--- src/rtl/wram_hs_pkg.sv ---
package wram_hs_pkg;
   localparam int RET_B  = 0;
   localparam int DMNA_B = 1;
   localparam int MODE_B = 2;
   localparam int AUX_LO = 3;

   typedef struct packed {
      logic dmna;
      logic ret;
   } hs_trk_t;

   localparam hs_trk_t TRK_RESET = '{dmna: 1'b0, ret: 1'b1};
endpackage

--- src/rtl/wram_hs_main_wr.sv ---
module wram_hs_main_wr
   import wram_hs_pkg::*;
#(
   parameter int REG_W   = 8,
   parameter int BANK_W  = 2,
   parameter int BANK_LO = 6
) (
   input  logic              en,
   input  logic [BANK_W-1:0] bank_d,
   input  logic              dmna_d,
   input  logic [REG_W-1:0]  reg_i,
   input  hs_trk_t           trk_i,
   output logic [REG_W-1:0]  reg_o,
   output hs_trk_t           trk_o
);
   always_comb begin
      reg_o = reg_i;
      trk_o = trk_i;
      if (en) begin
         if (dmna_d) begin
            trk_o.dmna = 1'b1;
            trk_o.ret  = 1'b0;
         end
         reg_o[BANK_LO +: BANK_W] = bank_d;
         if (reg_i[MODE_B]) begin
            // split mode: a zero requests, a one is a no-op
            reg_o[DMNA_B] = reg_i[DMNA_B] | ~dmna_d;
         end else begin
            reg_o[DMNA_B] = trk_o.dmna;
            reg_o[RET_B]  = trk_o.ret;
         end
      end
   end
endmodule

--- src/rtl/wram_hs_sub_wr.sv ---
module wram_hs_sub_wr
   import wram_hs_pkg::*;
#(
   parameter int REG_W = 8,
   parameter int AUX_W = 2
) (
   input  logic             en,
   input  logic [AUX_W-1:0] aux_d,
   input  logic             mode_d,
   input  logic             ret_d,
   input  logic [REG_W-1:0] reg_i,
   input  hs_trk_t          trk_i,
   output logic [REG_W-1:0] reg_o,
   output hs_trk_t          trk_o
);
   logic swap_done;

   always_comb begin
      reg_o = reg_i;
      trk_o = trk_i;
      swap_done = 1'b0;
      if (en) begin
         reg_o[AUX_LO +: AUX_W] = aux_d;
         reg_o[MODE_B] = mode_d;
         reg_o[RET_B]  = ret_d;
         if (ret_d) begin
            trk_o.ret  = 1'b1;
            trk_o.dmna = 1'b0;
         end
         if (mode_d) begin
            swap_done = (reg_i[MODE_B] != mode_d) || (reg_i[RET_B] != ret_d);
            if (swap_done)
               reg_o[DMNA_B] = 1'b0;
         end else begin
            reg_o[DMNA_B] = trk_o.dmna;
            reg_o[RET_B]  = trk_o.ret;
         end
      end
   end
endmodule

--- src/rtl/wram_hs_view.sv ---
module wram_hs_view
   import wram_hs_pkg::*;
#(
   parameter int REG_W         = 8,
   parameter int AUX_W         = 2,
   parameter bit MAIN_SEES_AUX = 1'b0
) (
   input  logic [REG_W-1:0] reg_q,
   output logic [REG_W-1:0] main_rd,
   output logic [REG_W-1:0] sub_rd,
   output logic             split,
   output logic             own_sub,
   output logic             half_main,
   output logic             half_sub
);
   localparam logic [REG_W-1:0] AUX_MASK = {AUX_W{1'b1}} << AUX_LO;

   assign sub_rd    = reg_q;
   assign split     = reg_q[MODE_B];
   assign own_sub   = ~reg_q[MODE_B] & reg_q[DMNA_B] & ~reg_q[RET_B];
   assign half_main = reg_q[RET_B];
   assign half_sub  = ~reg_q[RET_B];

   generate
      if (MAIN_SEES_AUX) begin : g_main_full
         assign main_rd = reg_q;
      end else begin : g_main_masked
         assign main_rd = reg_q & ~AUX_MASK;
      end
   endgenerate
endmodule

--- src/rtl/wram_owner_hs.sv ---
module wram_owner_hs
   import wram_hs_pkg::*;
#(
   parameter int BANK_W        = 2,
   parameter int AUX_W         = 2,
   parameter int PAD_W         = 1,
   parameter bit MAIN_SEES_AUX = 1'b0
) (
   input  logic                                  clk,
   input  logic                                  rst_n,
   input  logic                                  main_wr_en,
   input  logic [AUX_LO+AUX_W+PAD_W+BANK_W-1:0]  main_wr_data,
   input  logic                                  sub_wr_en,
   input  logic [AUX_LO+AUX_W+PAD_W+BANK_W-1:0]  sub_wr_data,
   output logic [AUX_LO+AUX_W+PAD_W+BANK_W-1:0]  main_rd_data,
   output logic [AUX_LO+AUX_W+PAD_W+BANK_W-1:0]  sub_rd_data,
   output logic                                  split_mode,
   output logic                                  owner_sub,
   output logic                                  main_half,
   output logic                                  sub_half
);
   localparam int REG_W   = AUX_LO + AUX_W + PAD_W + BANK_W;
   localparam int PAD_LO  = AUX_LO + AUX_W;
   localparam int BANK_LO = PAD_LO + PAD_W;
   localparam logic [REG_W-1:0] REG_RESET = REG_W'(1) << RET_B;

   generate
      if (BANK_W < 1) begin : g_chk_bank
         $error("BANK_W must be at least 1");
      end
      if (AUX_W < 1) begin : g_chk_aux
         $error("AUX_W must be at least 1");
      end
      if (PAD_W < 0) begin : g_chk_pad
         $error("PAD_W must not be negative");
      end
   endgenerate

   logic [REG_W-1:0] reg_q, reg_m, reg_n;
   hs_trk_t          trk_q, trk_m, trk_n;

   // main write first, sub write applied on top of it
   wram_hs_main_wr #(.REG_W(REG_W), .BANK_W(BANK_W), .BANK_LO(BANK_LO)) u_main (
      .en     (main_wr_en),
      .bank_d (main_wr_data[BANK_LO +: BANK_W]),
      .dmna_d (main_wr_data[DMNA_B]),
      .reg_i  (reg_q),
      .trk_i  (trk_q),
      .reg_o  (reg_m),
      .trk_o  (trk_m)
   );

   wram_hs_sub_wr #(.REG_W(REG_W), .AUX_W(AUX_W)) u_sub (
      .en     (sub_wr_en),
      .aux_d  (sub_wr_data[AUX_LO +: AUX_W]),
      .mode_d (sub_wr_data[MODE_B]),
      .ret_d  (sub_wr_data[RET_B]),
      .reg_i  (reg_m),
      .trk_i  (trk_m),
      .reg_o  (reg_n),
      .trk_o  (trk_n)
   );

   always_ff @(posedge clk or negedge rst_n) begin
      if (!rst_n) begin
         reg_q <= REG_RESET;
         trk_q <= TRK_RESET;
      end else begin
         reg_q <= reg_n;
         trk_q <= trk_n;
      end
   end

   wram_hs_view #(.REG_W(REG_W), .AUX_W(AUX_W), .MAIN_SEES_AUX(MAIN_SEES_AUX)) u_view (
      .reg_q     (reg_q),
      .main_rd   (main_rd_data),
      .sub_rd    (sub_rd_data),
      .split     (split_mode),
      .own_sub   (owner_sub),
      .half_main (main_half),
      .half_sub  (sub_half)
   );

   logic unused_wr_bits;
   assign unused_wr_bits = ^{main_wr_data[BANK_LO-1:DMNA_B+1], main_wr_data[RET_B],
                             sub_wr_data[REG_W-1:PAD_LO], sub_wr_data[DMNA_B]};

   AST_WHOLE_TRACKS: assert property (@(posedge clk) disable iff (!rst_n)
      !reg_q[MODE_B] |-> (reg_q[DMNA_B] == trk_q.dmna && reg_q[RET_B] == trk_q.ret));

   AST_MAIN_FIELDS: assert property (@(posedge clk) disable iff (!rst_n)
      (main_wr_en && !sub_wr_en) |=> $stable(reg_q[BANK_LO-1:MODE_B]));

   AST_SUB_FIELDS: assert property (@(posedge clk) disable iff (!rst_n)
      (sub_wr_en && !main_wr_en) |=> $stable(reg_q[REG_W-1:BANK_LO]));

   AST_SPLIT_REQ_SET: assert property (@(posedge clk) disable iff (!rst_n)
      (reg_q[MODE_B] && main_wr_en && !main_wr_data[DMNA_B] && !sub_wr_en) |=> reg_q[DMNA_B]);

   AST_SPLIT_REQ_HOLD: assert property (@(posedge clk) disable iff (!rst_n)
      (reg_q[MODE_B] && main_wr_en && main_wr_data[DMNA_B] && !sub_wr_en)
      |=> reg_q[DMNA_B] == $past(reg_q[DMNA_B]));

   AST_SPLIT_NO_OWNER: assert property (@(posedge clk) disable iff (!rst_n)
      split_mode |-> !owner_sub);

   AST_IDLE_HOLD: assert property (@(posedge clk) disable iff (!rst_n)
      (!main_wr_en && !sub_wr_en) |=> ($stable(reg_q) && $stable(trk_q)));

   generate
      if (PAD_W > 0) begin : g_pad_chk
         AST_PAD_ZERO: assert property (@(posedge clk) disable iff (!rst_n)
            reg_q[PAD_LO +: PAD_W] == '0);
      end
   endgenerate
endmodule

--- config.mk ---
export PLATFORM = sky130hd
export DESIGN_NAME = wram_owner_hs
export DESIGN_NICKNAME = d
export VERILOG_FILES = /design/src/rtl/wram_hs_pkg.sv /design/src/rtl/wram_hs_main_wr.sv /design/src/rtl/wram_hs_sub_wr.sv /design/src/rtl/wram_hs_view.sv /design/src/rtl/wram_owner_hs.sv
export SDC_FILE = /design/constraint.sdc
export NUM_CORES = 1
export LEC_CHECK = 0
export BUFFER_PORTS_ARGS = -buffer_cell sky130_fd_sc_hd__buf_2
export CORE_ASPECT_RATIO = 1.2
export CORE_UTILIZATION = 38
export CTS_CLUSTER_DIAMETER = 60
export CTS_CLUSTER_SIZE = 10
export DETAILED_ROUTE_END_ITERATION = 8
export PLACE_DENSITY = 0.77
export SETUP_SLACK_MARGIN = 0.15
export SLEW_MARGIN = 20
export SYNTH_ARGS = -nofsm -noshare
export SYNTH_HDL_FRONTEND = slang
export SYNTH_HIERARCHICAL = 1
export SYNTH_SLANG_ARGS = --single-unit
--- constraint.sdc ---
create_clock -name clk -period 1.3 [get_ports clk]
set_input_delay 0.195 -clock clk [delete_from_list [all_inputs] [get_ports clk]]
set_output_delay 0.195 -clock clk [all_outputs]
set_load 0.05 [all_outputs]
==> impl_metrics.json <==
{
  "core_area_mm2": 0.001662,
  "wl_met3_um": 77,
  "crit_path_top_delay_cell": "dfrtp_1",
  "wl_met1_um": 434,
  "cts_sinks": 10,
  "period_share_pct": 101.4,
  "crit_type": "flip-flop to flip-flop",
  "num_rows": 16,
  "violations": "negative setup slack",
  "seq_area_frac_synth_pct": 37.27,
  "grt_max_degree": 11,
  "clockBufferDepth": 2,
  "route.detailed.drc": 0,
  "drtIter0Drc": 0,
  "synth_top_area_cell": "dfrtp_1",
  "yosysTopAreaCellShare_pct": 29.52,
  "dieHeight_um": 48.28,
  "rsz0062_at_grt": "yes",
  "cts.htree.levels": 1,
  "layout-drive-gt1-share_pct": 68.92,
  "cts_buffers": 3,
  "vias": 420,
  "ir_drop_uv": 659.6,
  "drv_cap": 0,
  "setup_viol": 5,
  "dr.pass1.iters": 1,
  "clock-skew-final_ns": 0.001207,
  "status": "finished with violations",
  "drv_slew": 0,
  "wl_met2_um": 531,
  "worstPathArrival_ns": 1.49,
  "avgSynthCellArea_um2": 10.76,
  "clkSlewWorstSetupHoldPaths_ns": 0.06,
  "grt_pass1_wl_um": 1497,
  "ys_ff_latch": 10,
  "whs_path_depth": 2,
  "critPathMaxFanout": 2,
  "synth.top_cells.by_area": "dfrtp_1 (30%), buf_4 (28%), mux2_4 (8.9%)",
  "end_kind": "flip-flop",
  "viasPerCell": 4.565,
  "fin_hold_ws_ns": 0.1759,
  "ctsRootBufferMaster": "clkbuf_4",
  "cts_tree": "yes",
  "synth_cell_types": 21,
  "max_stage_delay_ns": 0.38,
  "grtUsageTotal_pct": 12.09,
  "period_needed_ns": 1.318,
  "hold_viol": 0,
  "cp_num_cells": 4,
  "antenna_found_initial": 0,
  "areaGrowthSynthToFinish_pct": 16.61,
  "grt-ovfl-total": 0,
  "place.gp.congestion": 0.6669,
  "cellPowerDensity_mw_per_mm2": 1339,
  "layout_setup_ws_ns": -0.01811,
  "crit_path_start_kind": "flip-flop",
  "final_common_cell": "buf_2",
  "routed_wl_um": 1063,
  "dieArea_mm2": 0.001958,
  "ff2ff_path_depth": 4,
  "synthCells": 63,
  "path_buf_inv": 0,
  "nets": 96,
  "die_w_um": 40.57,
  "top_layer_used": "met4",
  "initial_utilization_pct": 40.81,
  "layout_common_cells": "buf_2 (21), dfrtp_1 (8), buf_4 (5)",
  "required_ns": 1.47,
  "place_hpwl_um": 717.1,
  "antenna_left": 0,
  "wl_per_cell_um": 11.55,
  "dp_slack_ns": 0.04069,
  "clock_latency_ns": 0.25,
  "crit_chain": "and2b_4, mux2_4, xor2_2, o21ai_1",
  "crit_family": "flip-flops",
  "grt_pass1_vias": 350,
  "clock.fmax_ghz": 0.7587,
  "antenna_cells": 0,
  "power_leakage_nw": 0.4065,
  "hold_class": "input pin to flip-flop",
  "syn_area_um2": 678.2,
  "ys_warn_count": 6,
  "io_buffers": 28,
  "ios": 40
}
-- what timing repair did --
action                                  in CTS  in global routing
hold buffers                                 1                  0
setup buffers                                2                  1
gates resized for setup                     16                  8
endpoints found under the hold margin        8                  0
endpoints found under the setup margin      10                 12
pin swaps                                    1                  1
-- registers in the layout (all words and copies together) (netlist names) --
register and cells:
trk_q 2, reg_q 8
-- routing by layer --
layer | GRT usage [%] | up-vias
li1 | - | 203
met1 | 16.03 | 189
met2 | 15.87 | 24
met3 | 4.110 | 4
met4 | 9.333 | 0
met5 | 0 | -
-- kinds of logic (layout without fill, tap and decap cells) --
| logic type | count (synthesis) | after routing | synth area share [%] |
|---|---|---|---|
| flip-flops | 10 | 10 | 37.27 |
| AND/OR/NAND/NOR | 7 | 7 | 7.380 |
| other | 1 | 2 | 0.5530 |
| XOR/XNOR | 1 | 1 | 1.292 |
| buffers and inverters | 28 | 38 | 30.44 |
| AO/OA/AOI/OAI | 9 | 9 | 9.409 |
| multiplexers | 7 | 7 | 13.65 |
-- metrics by stage --
stage | TNS (ns) | instance area (um^2) | util, % | instances | power (W)
finish | -0.04362 | 790.8 | 47.59 | 92 | 0.001059
global route | -0.3378 | 790.8 | 47.59 | 92 | 0.001120
CTS | -0.03001 | 753.2 | 45.33 | 91 | 0.001036
detailed placement | 0 | 653.1 | 39.31 | 85 | 0.0007908
global placement | 0 | 653.1 | 39.31 | 85 | 0.0007847
floorplan | 0 | 681.9 | - | 64 | 0.0007946
-- cell usage after synthesis --
master / count
a21oi_1: 2
nor3b_1: 1
a2bb2oi_1: 1
mux2_2: 2
and2b_1: 1
mux2_4: 4
xor2_1: 1
nor2_1: 2
inv_1: 2
dfrtp_1: 8
o21ai_0: 1
nand3_1: 1
buf_6: 1
dfstp_2: 2
mux2i_1: 1
a21o_2: 2
buf_4: 25
a21boi_0: 3
and2b_4: 1
nor3b_2: 1
conb_1: 1
-- layout make-up --
cell class	count	area, um^2
multi-input combinational	26	254.0
fill	155	870.8
clock buffer	3	22.52
inverter	2	7.507
tap	18	22.52
sequential	10	252.7
timing repair buffer	33	231.5
-- path summary, 6_finish.rpt --
| path | from | end | slack (ns) |
|---|---|---|---|
| max | reg_q[2]$_DFF_PN0_ | reg_q[1]$_DFF_PN0_ | -0.02 |
| min | sub_wr_data[3] | reg_q[3]$_DFF_PN0_ | 0.18 |
| max reg2reg | reg_q[2]$_DFF_PN0_ | reg_q[1]$_DFF_PN0_ | -0.02 |
| min reg2reg | reg_q[5]$_DFF_PN0_ | reg_q[5]$_DFF_PN0_ | 0.39 |
| max in group asynchronous | rst_n | trk_q[0]$_DFF_PN1_ | 0.72 |
| min in group asynchronous | rst_n | trk_q[1]$_DFF_PN0_ | 0.33 |
-- where the power goes --
group          internal (W)  switching [W]
sequential         0.000350      0.0000262
combinational      0.000174       0.000320
clock              0.000106      0.0000836
total              0.000630       0.000429
No activity file was read; power rests on OpenSTA's default activity.
